$ cat src/rtl/srm_pkg.sv
package srm_pkg;
  typedef enum logic [2:0] {
    ST_IDLE,
    ST_PAD,
    ST_HDR,
    ST_DATA,
    ST_GAP
  } srm_state_t;
endpackage

$ cat src/rtl/srm_sclk_gen.sv
module srm_sclk_gen #(
  parameter int HALF_DIV = 2
) (
  input  logic clk,
  input  logic rst,
  input  logic run,
  output logic sk,
  output logic fall_ev
);
  localparam int CW = (HALF_DIV > 1) ? $clog2(HALF_DIV) : 1;
  localparam logic [CW-1:0] LAST = CW'(HALF_DIV - 1);

  logic [CW-1:0] cnt_q;
  logic          sk_q;

  always_ff @(posedge clk) begin
    if (rst || !run) begin
      cnt_q <= '0;
      sk_q  <= 1'b0;
    end else if (cnt_q == LAST) begin
      cnt_q <= '0;
      sk_q  <= ~sk_q;
    end else begin
      cnt_q <= cnt_q + CW'(1);
    end
  end

  assign sk      = sk_q;
  assign fall_ev = run && sk_q && (cnt_q == LAST);

  assert_half_bound_R3: assert property (@(posedge clk) disable iff (rst)
    cnt_q <= LAST);
endmodule

$ cat src/rtl/srm_rx_shift.sv
module srm_rx_shift #(
  parameter int WORD_W = 16
) (
  input  logic              clk,
  input  logic              rst,
  input  logic              shift_en,
  input  logic              din,
  output logic [WORD_W-1:0] word,
  output logic              word_done
);
  localparam int BW = $clog2(WORD_W);

  logic [WORD_W-2:0] sh_q;
  logic [BW-1:0]     bcnt_q;

  always_ff @(posedge clk) begin
    if (rst) begin
      sh_q   <= '0;
      bcnt_q <= '0;
    end else if (shift_en) begin
      sh_q   <= {sh_q[WORD_W-3:0], din};
      bcnt_q <= (bcnt_q == BW'(WORD_W - 1)) ? '0 : bcnt_q + BW'(1);
    end
  end

  assign word      = {sh_q, din};
  assign word_done = shift_en && (bcnt_q == BW'(WORD_W - 1));
endmodule

$ cat src/rtl/serial_rd_master.sv
module serial_rd_master
  import srm_pkg::*;
#(
  parameter int ADDR_W   = 9,
  parameter int WORD_W   = 16,
  parameter int LEN_W    = 10,
  parameter int DUM_W    = 4,
  parameter int HALF_DIV = 2,
  parameter int CS_GAP   = 3
) (
  input  logic              clk,
  input  logic              rst,
  input  logic              cmd_valid,
  input  logic [ADDR_W-1:0] cmd_addr,
  input  logic [LEN_W-1:0]  cmd_len,
  input  logic [DUM_W-1:0]  cmd_dummy,
  output logic              busy,
  output logic              done,
  output logic              err,
  output logic              mem_cs,
  output logic              mem_sk,
  output logic              mem_di,
  input  logic              mem_do,
  output logic              rd_valid,
  output logic [WORD_W-1:0] rd_data,
  output logic [ADDR_W-1:0] rd_addr
);
  localparam int FRAME_W = ADDR_W + 4;
  localparam int BW      = $clog2(FRAME_W);
  localparam int GAP_W   = $clog2(CS_GAP + 1);
  localparam logic [3:0] HDR = 4'b1100;

  srm_state_t        state_q;
  logic [FRAME_W-1:0] frame_q;
  logic [DUM_W-1:0]  pad_q;
  logic [BW-1:0]     bidx_q;
  logic [LEN_W-1:0]  left_q;
  logic [ADDR_W-1:0] addr_q;
  logic [GAP_W-1:0]  gcnt_q;
  logic              cs_q, di_q, busy_q, done_q, err_q, rv_q;
  logic [WORD_W-1:0] rdata_q;
  logic [ADDR_W-1:0] raddr_q;

  logic              fall_ev, sk_w, word_done;
  logic [WORD_W-1:0] word_w;

  srm_sclk_gen #(.HALF_DIV(HALF_DIV)) u_sclk (
    .clk(clk), .rst(rst), .run(cs_q), .sk(sk_w), .fall_ev(fall_ev)
  );

  srm_rx_shift #(.WORD_W(WORD_W)) u_rx (
    .clk(clk), .rst(rst),
    .shift_en(state_q == ST_DATA && fall_ev),
    .din(mem_do), .word(word_w), .word_done(word_done)
  );

  always_ff @(posedge clk) begin
    if (rst) begin
      state_q <= ST_IDLE;
      frame_q <= '0;
      pad_q   <= '0;
      bidx_q  <= '0;
      left_q  <= '0;
      addr_q  <= '0;
      gcnt_q  <= '0;
      cs_q    <= 1'b0;
      di_q    <= 1'b0;
      busy_q  <= 1'b0;
      done_q  <= 1'b0;
      err_q   <= 1'b0;
      rv_q    <= 1'b0;
      rdata_q <= '0;
      raddr_q <= '0;
    end else begin
      done_q <= 1'b0;
      rv_q   <= 1'b0;
      case (state_q)
        ST_IDLE: if (cmd_valid) begin
          frame_q <= {HDR, cmd_addr};
          pad_q   <= cmd_dummy;
          left_q  <= cmd_len;
          addr_q  <= cmd_addr;
          bidx_q  <= '0;
          cs_q    <= 1'b1;
          busy_q  <= 1'b1;
          err_q   <= 1'b0;
          di_q    <= (cmd_dummy == '0);
          state_q <= (cmd_dummy == '0) ? ST_HDR : ST_PAD;
        end
        ST_PAD: if (fall_ev) begin
          pad_q <= pad_q - DUM_W'(1);
          if (pad_q == DUM_W'(1)) begin
            di_q    <= frame_q[FRAME_W-1];
            state_q <= ST_HDR;
          end
        end
        ST_HDR: if (fall_ev) begin
          frame_q <= {frame_q[FRAME_W-2:0], 1'b0};
          di_q    <= frame_q[FRAME_W-2];
          bidx_q  <= bidx_q + BW'(1);
          if (bidx_q == BW'(FRAME_W - 1)) begin
            state_q <= ST_DATA;
            if (mem_do) err_q <= 1'b1;
          end
        end
        ST_DATA: if (word_done) begin
          rv_q    <= 1'b1;
          rdata_q <= word_w;
          raddr_q <= addr_q;
          addr_q  <= addr_q + ADDR_W'(1);
          if (left_q == '0) begin
            cs_q    <= 1'b0;
            gcnt_q  <= '0;
            state_q <= ST_GAP;
          end else begin
            left_q <= left_q - LEN_W'(1);
          end
        end
        ST_GAP: begin
          gcnt_q <= gcnt_q + GAP_W'(1);
          if (gcnt_q >= GAP_W'(CS_GAP - 1)) begin
            done_q  <= 1'b1;
            busy_q  <= 1'b0;
            state_q <= ST_IDLE;
          end
        end
        default: state_q <= ST_IDLE;
      endcase
    end
  end

  assign busy     = busy_q;
  assign done     = done_q;
  assign err      = err_q;
  assign mem_cs   = cs_q;
  assign mem_sk   = sk_w;
  assign mem_di   = di_q;
  assign rd_valid = rv_q;
  assign rd_data  = rdata_q;
  assign rd_addr  = raddr_q;

  assert_sk_gated_R3: assert property (@(posedge clk) disable iff (rst)
    !mem_cs |-> !mem_sk);
  assert_di_sk_low_R6: assert property (@(posedge clk) disable iff (rst)
    (mem_di != $past(mem_di)) |-> !mem_sk);
  assert_busy_fall_R2: assert property (@(posedge clk) disable iff (rst)
    $fell(busy) |-> done);
  assert_done_released_R10: assert property (@(posedge clk) disable iff (rst)
    done |-> (!busy && !mem_cs));
  assert_valid_single_R8: assert property (@(posedge clk) disable iff (rst)
    rd_valid |=> !rd_valid);
endmodule

$ cat config.mk
export PLATFORM = sky130hd
export DESIGN_NAME = serial_rd_master
export DESIGN_NICKNAME = d
export VERILOG_FILES = /design/src/rtl/srm_pkg.sv /design/src/rtl/srm_sclk_gen.sv /design/src/rtl/srm_rx_shift.sv /design/src/rtl/serial_rd_master.sv
export SDC_FILE = /design/constraint.sdc
export NUM_CORES = 1
export LEC_CHECK = 0
export ABC_AREA = 1
export BUFFER_PORTS_ARGS = -buffer_cell sky130_fd_sc_hd__clkbuf_2
export CORE_MARGIN = 1.5
export CORE_UTILIZATION = 50
export CTS_BUF_LIST = sky130_fd_sc_hd__clkbuf_4
export CTS_CLUSTER_SIZE = 8
export DETAILED_ROUTE_END_ITERATION = 12
export PLACE_DENSITY = 0.77
export REMOVE_ABC_BUFFERS = 1
export SKIP_LAST_GASP = 1
export SYNTH_ARGS = -nofsm -noshare
export SYNTH_HDL_FRONTEND = slang
export SYNTH_HIERARCHICAL = 1
export SYNTH_SLANG_ARGS = --single-unit
export TNS_END_PERCENT = 100
$ cat constraint.sdc
create_clock -name clk -period 2.9 [get_ports clk]
set_clock_uncertainty 0.05 [all_clocks]
set_input_delay 0.29 -clock clk [delete_from_list [all_inputs] [get_ports clk]]
set_output_delay 0.29 -clock clk [all_outputs]
set_load 0.05 [all_outputs]
==> results of run 1 <==
where the power goes:
part           switching (uW)  internal (uW)
Combinational             817            402
Clock                     465            275
Sequential                174           1540
sequential cells by signal, summed over array words and instances, names as in the netlist, 2 cells and up:
signal       flops
addr_q           9
bidx_q           4
frame_q         13
gcnt_q           2
left_q          10
pad_q            4
rd_addr          9
rd_data         16
state_q          3
u_rx/bcnt_q      4
u_rx/sh_q       15
worst min-delay path by stage:
stage / startpoint / to / slack [ps]
finish: cmd_dummy[3] / pad_q[3]$_SDFFE_PP0P_ / 50
global route: cmd_addr[8] / frame_q[8]$_SDFFE_PP0P_ / 40
CTS: cmd_dummy[3] / pad_q[3]$_SDFFE_PP0P_ / 30
detailed placement: u_sclk/cnt_q$_SDFF_PP0_ / u_sclk/cnt_q$_SDFF_PP0_ / 390
global placement: u_sclk/cnt_q$_SDFF_PP0_ / u_sclk/cnt_q$_SDFF_PP0_ / 370
floorplan: rst / addr_q[3]$_SDFFE_PP0P_ / 310
through the flow:
stage	setup slack [ps]	hold slack, ps	util, %	TNS [ps]	area (um2)
global route	454	41.8	56.7	0	4950
detailed placement	725	385	55.1	0	4810
floorplan	-594	309	-	-12380	4320
finish	666	49.0	56.7	0	4950
CTS	707	26.0	56.7	0	4950
global placement	844	373	55.1	0	4810
area by class of cell:
| cell class | count | area [um2] |
|---|---|---|
| Fill cell | 852 | 3770 |
| Clock inverter | 6 | 66.3 |
| Timing Repair Buffer | 66 | 350 |
| Tap cell | 108 | 135 |
| Clock buffer | 10 | 75.1 |
| Sequential cell | 97 | 1940 |
| Multi-Input combinational cell | 457 | 2180 |
| Inverter | 53 | 199 |
kinds of logic (layout without fill, tap and decap cells):
| family | count (synthesis) | in the layout | synth area share (%) |
|---|---|---|---|
| compound gates | 142 | 142 | 17.1 |
| xor+xnor | 2 | 2 | 0.390 |
| fa+ha+maj | 8 | 8 | 2.23 |
| buf+inv | 84 | 135 | 8.29 |
| flops | 97 | 97 | 43.2 |
| simple gates | 305 | 305 | 28.8 |
per-layer routing:
metal	part of all wire, %	global-route usage (%)	up-vias
met1	46	27.4	1983
met5	0	0	-
li1	-	-	2175
met4	1.6	7.69	0
met2	47	36.6	110
met3	4.8	3.36	14
cell usage after synthesis (all sizes together):
cell | number | area, um2
and3 | 1 | 6.26
o21ai | 62 | 322
a211oi | 1 | 7.51
nor3b | 1 | 7.51
o21a | 1 | 7.51
o211ai | 2 | 15.0
or2 | 4 | 25.0
dfxtp | 97 | 1940
buf | 17 | 116
nor3 | 7 | 35.0
o21bai | 1 | 7.51
a31oi | 17 | 106
ha | 8 | 100
o31ai | 1 | 7.51
xor2 | 2 | 17.5
nor4 | 1 | 6.26
nand4 | 4 | 25.0
a21oi | 56 | 284
nand3b | 1 | 7.51
o211a | 1 | 10.0
nand3 | 46 | 245
clkbuf | 14 | 57.6
inv | 53 | 199
nand2 | 154 | 603
nor2 | 86 | 335
tightest hold or removal path: stages:
cell and delay [ps]:
clkbuf_2 90, nand2_1 60, a31oi_1 70
==> impl_metrics.ini, run 1 <==
[status]
status = finished, final reports clean

[timing]
hold_viol = 0
fin_crit_sh_pct = 77.0
slew_headroom_pct = 42.1
grt_setup_unrepaired = no
setup_viol = 0
fmax_mhz = 448
report.final.slew_viol_count = 0
worst_slew_pin_slew_ps = 867
period_minus_slack_ps = 2230

[cts]
cts_tree = built
postCtsSetupBuffers = 0
cts_buffer_depth = 2
clk_latency_ps = 450
cts_root_buf = clkbuf_4
cts_resized = 0
clock_sinks = 97
cts_inserted_buffers = 9
ctsHoldBuffers = 0
cts_htree_levels = 3
clkTransAtPathRegs_ps = 150

[setup_path]
max_stage_delay_ps = 460
critical_path.top_delay_family = simple AND/OR/NAND/NOR gates
cp_cell_sequence = nand3_2 > nor2_1 > nand2_1 > nor2_2 > buf_4 > nand2_2 > nand2_2 > inv_1 > nor2_1 > o21ai_0 > a21oi_1
setup.worst_path.class = reg -> reg
r2r_end = addr_q[8]$_SDFFE_PP0P_
end_kind = flop
worst-path-max-fanout = 14
crit_path_end = addr_q[8]$_SDFFE_PP0P_
crit_cells = 11
reg2reg_depth = 11
critPathLaunchType = flop
startpoint = state_q[0]$_SDFFE_PP0P_
slowest_stage = dfxtp_1
path_buf_inv = 2
required_ps = 3230
critPathArrivalTime_ps = 2570
regToRegSetupSlack_ps = 670
worstReg2RegStart = state_q[0]$_SDFFE_PP0P_

[yosys]
synth_cells = 638
synth_cell_types = 38
synth-seq-cells = 97
ys_warn_count = 6
synth.avg_cell_area_um2 = 7.05
synth_area_um2 = 4500
yosysSeqAreaShare_pct = 43.2

[routing]
vias = 4282
ant_nets = 0
drt_first_pass_iters = 5
finalWirelength_um = 10100
drc = 0
post_drt_wl_per_cell_um = 12.6
via_per_inst = 5.37
drt_iter0_drc = 167

[floorplanning]
floorplan.initialDensity_pct = 51.5
die_w_um = 97.8
num_rows = 34
die_height_um = 97.8
io_pins = 59
core_um2 = 8720
die_area_um2 = 9570

[final_layout]
layout_commonest_cell = nand2_1
antennaDiodeCount = 0
final_cell_mix = 146 x nand2_1, 97 x dfxtp_1, 81 x nor2_1
area_growth_pct = 10.1
nets = 719
fin_cells = 797
drive_gt1_share_pct = 15.7

[power]
power_uw = 3670
leakagePower_uw = 0.00217
pwr_density_cell_nw_per_um2 = 742
vdd_drop_max_uv = 317

[global_routing]
grt_first_pass_wirelength_um = 17200
grt_usage_pct = 21.4
overflow = 0
grt_antenna_before_repair = 0
grt_pass1_vias = 3955
grt_max_degree = 50

[hold_path]
hold_class = in -> reg
worstHoldPathCells = 3

[placed_design]
placed_cells = 781
dp_hpwl_um = 7100
io_buffers = 58
globalplace.congestion = 0.872

[job]
drv_cap = 0
Note: power is estimated with default switching activity, not from simulation.
==> run 2, diff against run 1 <==
--- a/config.mk
+++ b/config.mk
@@ -12,7 +12,7 @@
 export CTS_BUF_LIST = sky130_fd_sc_hd__clkbuf_4
 export CTS_CLUSTER_SIZE = 8
 export DETAILED_ROUTE_END_ITERATION = 12
-export PLACE_DENSITY = 0.77
+export PLACE_DENSITY = 0.79
 export REMOVE_ABC_BUFFERS = 1
 export SKIP_LAST_GASP = 1
 export SYNTH_ARGS = -nofsm -noshare
==> constraint.sdc (replaced) <==
create_clock -name clk -period 2.03 [get_ports clk]
set_clock_uncertainty 0.05 [all_clocks]
set_input_delay 0.203 -clock clk [delete_from_list [all_inputs] [get_ports clk]]
set_output_delay 0.203 -clock clk [all_outputs]
set_load 0.05 [all_outputs]
==> run 2 against run 1 <==
  * Critical path type unchanged
  * Power grew 43%
  * Critical path depth stayed put
  * Largest power group unchanged
  * Sequential power is 43% higher
  * Largest cell class unchanged
  * Flip-flop and latch count unchanged
  * Cell count increased by 2.8%
==> impl_metrics.ini, run 2 (synthesis results as in run 1) <==
[status]
status = finished, final reports clean

[timing]
fin_ws_ps = 136
grt_setup_unrepaired = no
fin_crit_sh_pct = 93.3
period_minus_slack_ps = 1890
report.final.slew_viol_count = 0
setup_tns_ps = 0
worst_slew_pin_slew_ps = 555
fmax_mhz = 528
setup_viol = 0
slew_headroom_pct = 62.9
hold_viol = 0

[cts]
cts_tree = built
cts_buffer_depth = 2
cts_htree_levels = 3
clock_sinks = 97
cts_root_buf = clkbuf_4
clk_latency_ps = 440
cts_inserted_buffers = 9
clkTransAtPathRegs_ps = 160

[floorplanning]
io_pins = 59
num_rows = 34
floorplan.initialDensity_pct = 51.5
core_um2 = 8720
die_area_um2 = 9570
die_height_um = 97.8
die_w_um = 97.8

[power]
vdd_drop_max_uv = 382
pwr_density_cell_nw_per_um2 = 1020
leakagePower_uw = 0.00227

[routing]
drt_iter0_drc = 222
drt_first_pass_iters = 5
post_drt_wl_per_cell_um = 12.5
via_per_inst = 5.31
vias = 4345
finalWirelength_um = 10300
drc = 0
ant_nets = 0

[setup_path]
slowest_stage = dfxtp_1
worst-path-max-fanout = 12
setup.worst_path.class = reg -> reg
critPathLaunchType = flop
max_stage_delay_ps = 450
required_ps = 2320
cp_cell_sequence = nand3_2 > nor2_1 > nand2_2 > nor2_4 > inv_1 > nand2_1 > nand2_2 > inv_1 > nand2_4 > o21ai_0 > nor2_1
critPathArrivalTime_ps = 2180
end_kind = flop
critical_path.top_delay_family = simple AND/OR/NAND/NOR gates
path_buf_inv = 2

[final_layout]
drive_gt1_share_pct = 16.9
final_cell_area_um2 = 5160
area_growth_pct = 14.9
final_cell_mix = 145 x nand2_1, 95 x dfxtp_1, 80 x nor2_1
largest_reg_flops = 16
layout_commonest_cell = nand2_1
nets = 741
antennaDiodeCount = 0

[global_routing]
grt_first_pass_wirelength_um = 17500
overflow = 0
grt_pass1_vias = 4017
grt_antenna_before_repair = 0
grt_max_degree = 31
grt_usage_pct = 21.9

[placed_design]
io_buffers = 58
placedInstanceArea_um2 = 4850
dp_slack_ps = 62.6
dp_hpwl_um = 7120
globalplace.congestion = 0.879

[hold_path]
hold_class = in -> reg

[job]
drv_cap = 0
run 2: final timing paths:
path,start,endpoint,slack [ps],cells after the start
min,cmd_len[2],left_q[2]$_SDFFE_PP0P_,30,5
max reg2reg,state_q[0]$_SDFFE_PP0P_,left_q[4]$_SDFFE_PP0P_,140,11
min reg2reg,u_sclk/cnt_q$_SDFF_PP0_,u_sclk/cnt_q$_SDFF_PP0_,380,1
max,state_q[0]$_SDFFE_PP0P_,left_q[4]$_SDFFE_PP0P_,140,11
run 2: worst register-to-register path, cell delays in order (launching register included):
cell and delay (ps):
dfxtp_1 450, nand3_2 150, nor2_1 180, nand2_2 110, nor2_4 180, inv_1 50
nand2_1 80, nand2_2 90, inv_1 120, nand2_4 110, o21ai_0 170, nor2_1 60
run 2: area by class of cell:
cell class,instances,area (um2)
flip-flops and latches,97,1940
multi-input cells,457,2210
inverters,53,199
clock inverters,6,50.0
clock buffers,10,75.1
well taps,108,135
fillers,818,3560
repair buffers,88,553
run 2: timing repair:
item / CTS / global route
endpoints found under the hold margin: 21 / 0
setup buffers: 0 / 1
hold buffers: 15 / 0
endpoints found under the setup margin: 0 / 30
gates resized for setup: 0 / 9
run 2: power breakdown:
part | internal [uW] | switching (uW) | total, uW
clock network | 282 | 679 | 961
registers | 2200 | 241 | 2440
logic | 629 | 1220 | 1850
run 2: routing by layer:
metal  track usage (%)  vias up  wire, um
met1              28.8     1995      4740
li1                  -     2218         -
met5                 0        -         0
met4              7.03        0       136
met3              4.44       10       581
met2              36.0      122      4810
run 2: metrics by stage:
stage,total power [uW],std cells,hold slack [ps],utilization [%]
floorplan,3780,607,222,-
global placement,4160,787,373,55.6
detailed placement,4250,787,396,55.6
CTS,5230,818,2.27,58.8
global route,5650,819,11.7,59.2
finish,5250,819,26.0,59.2
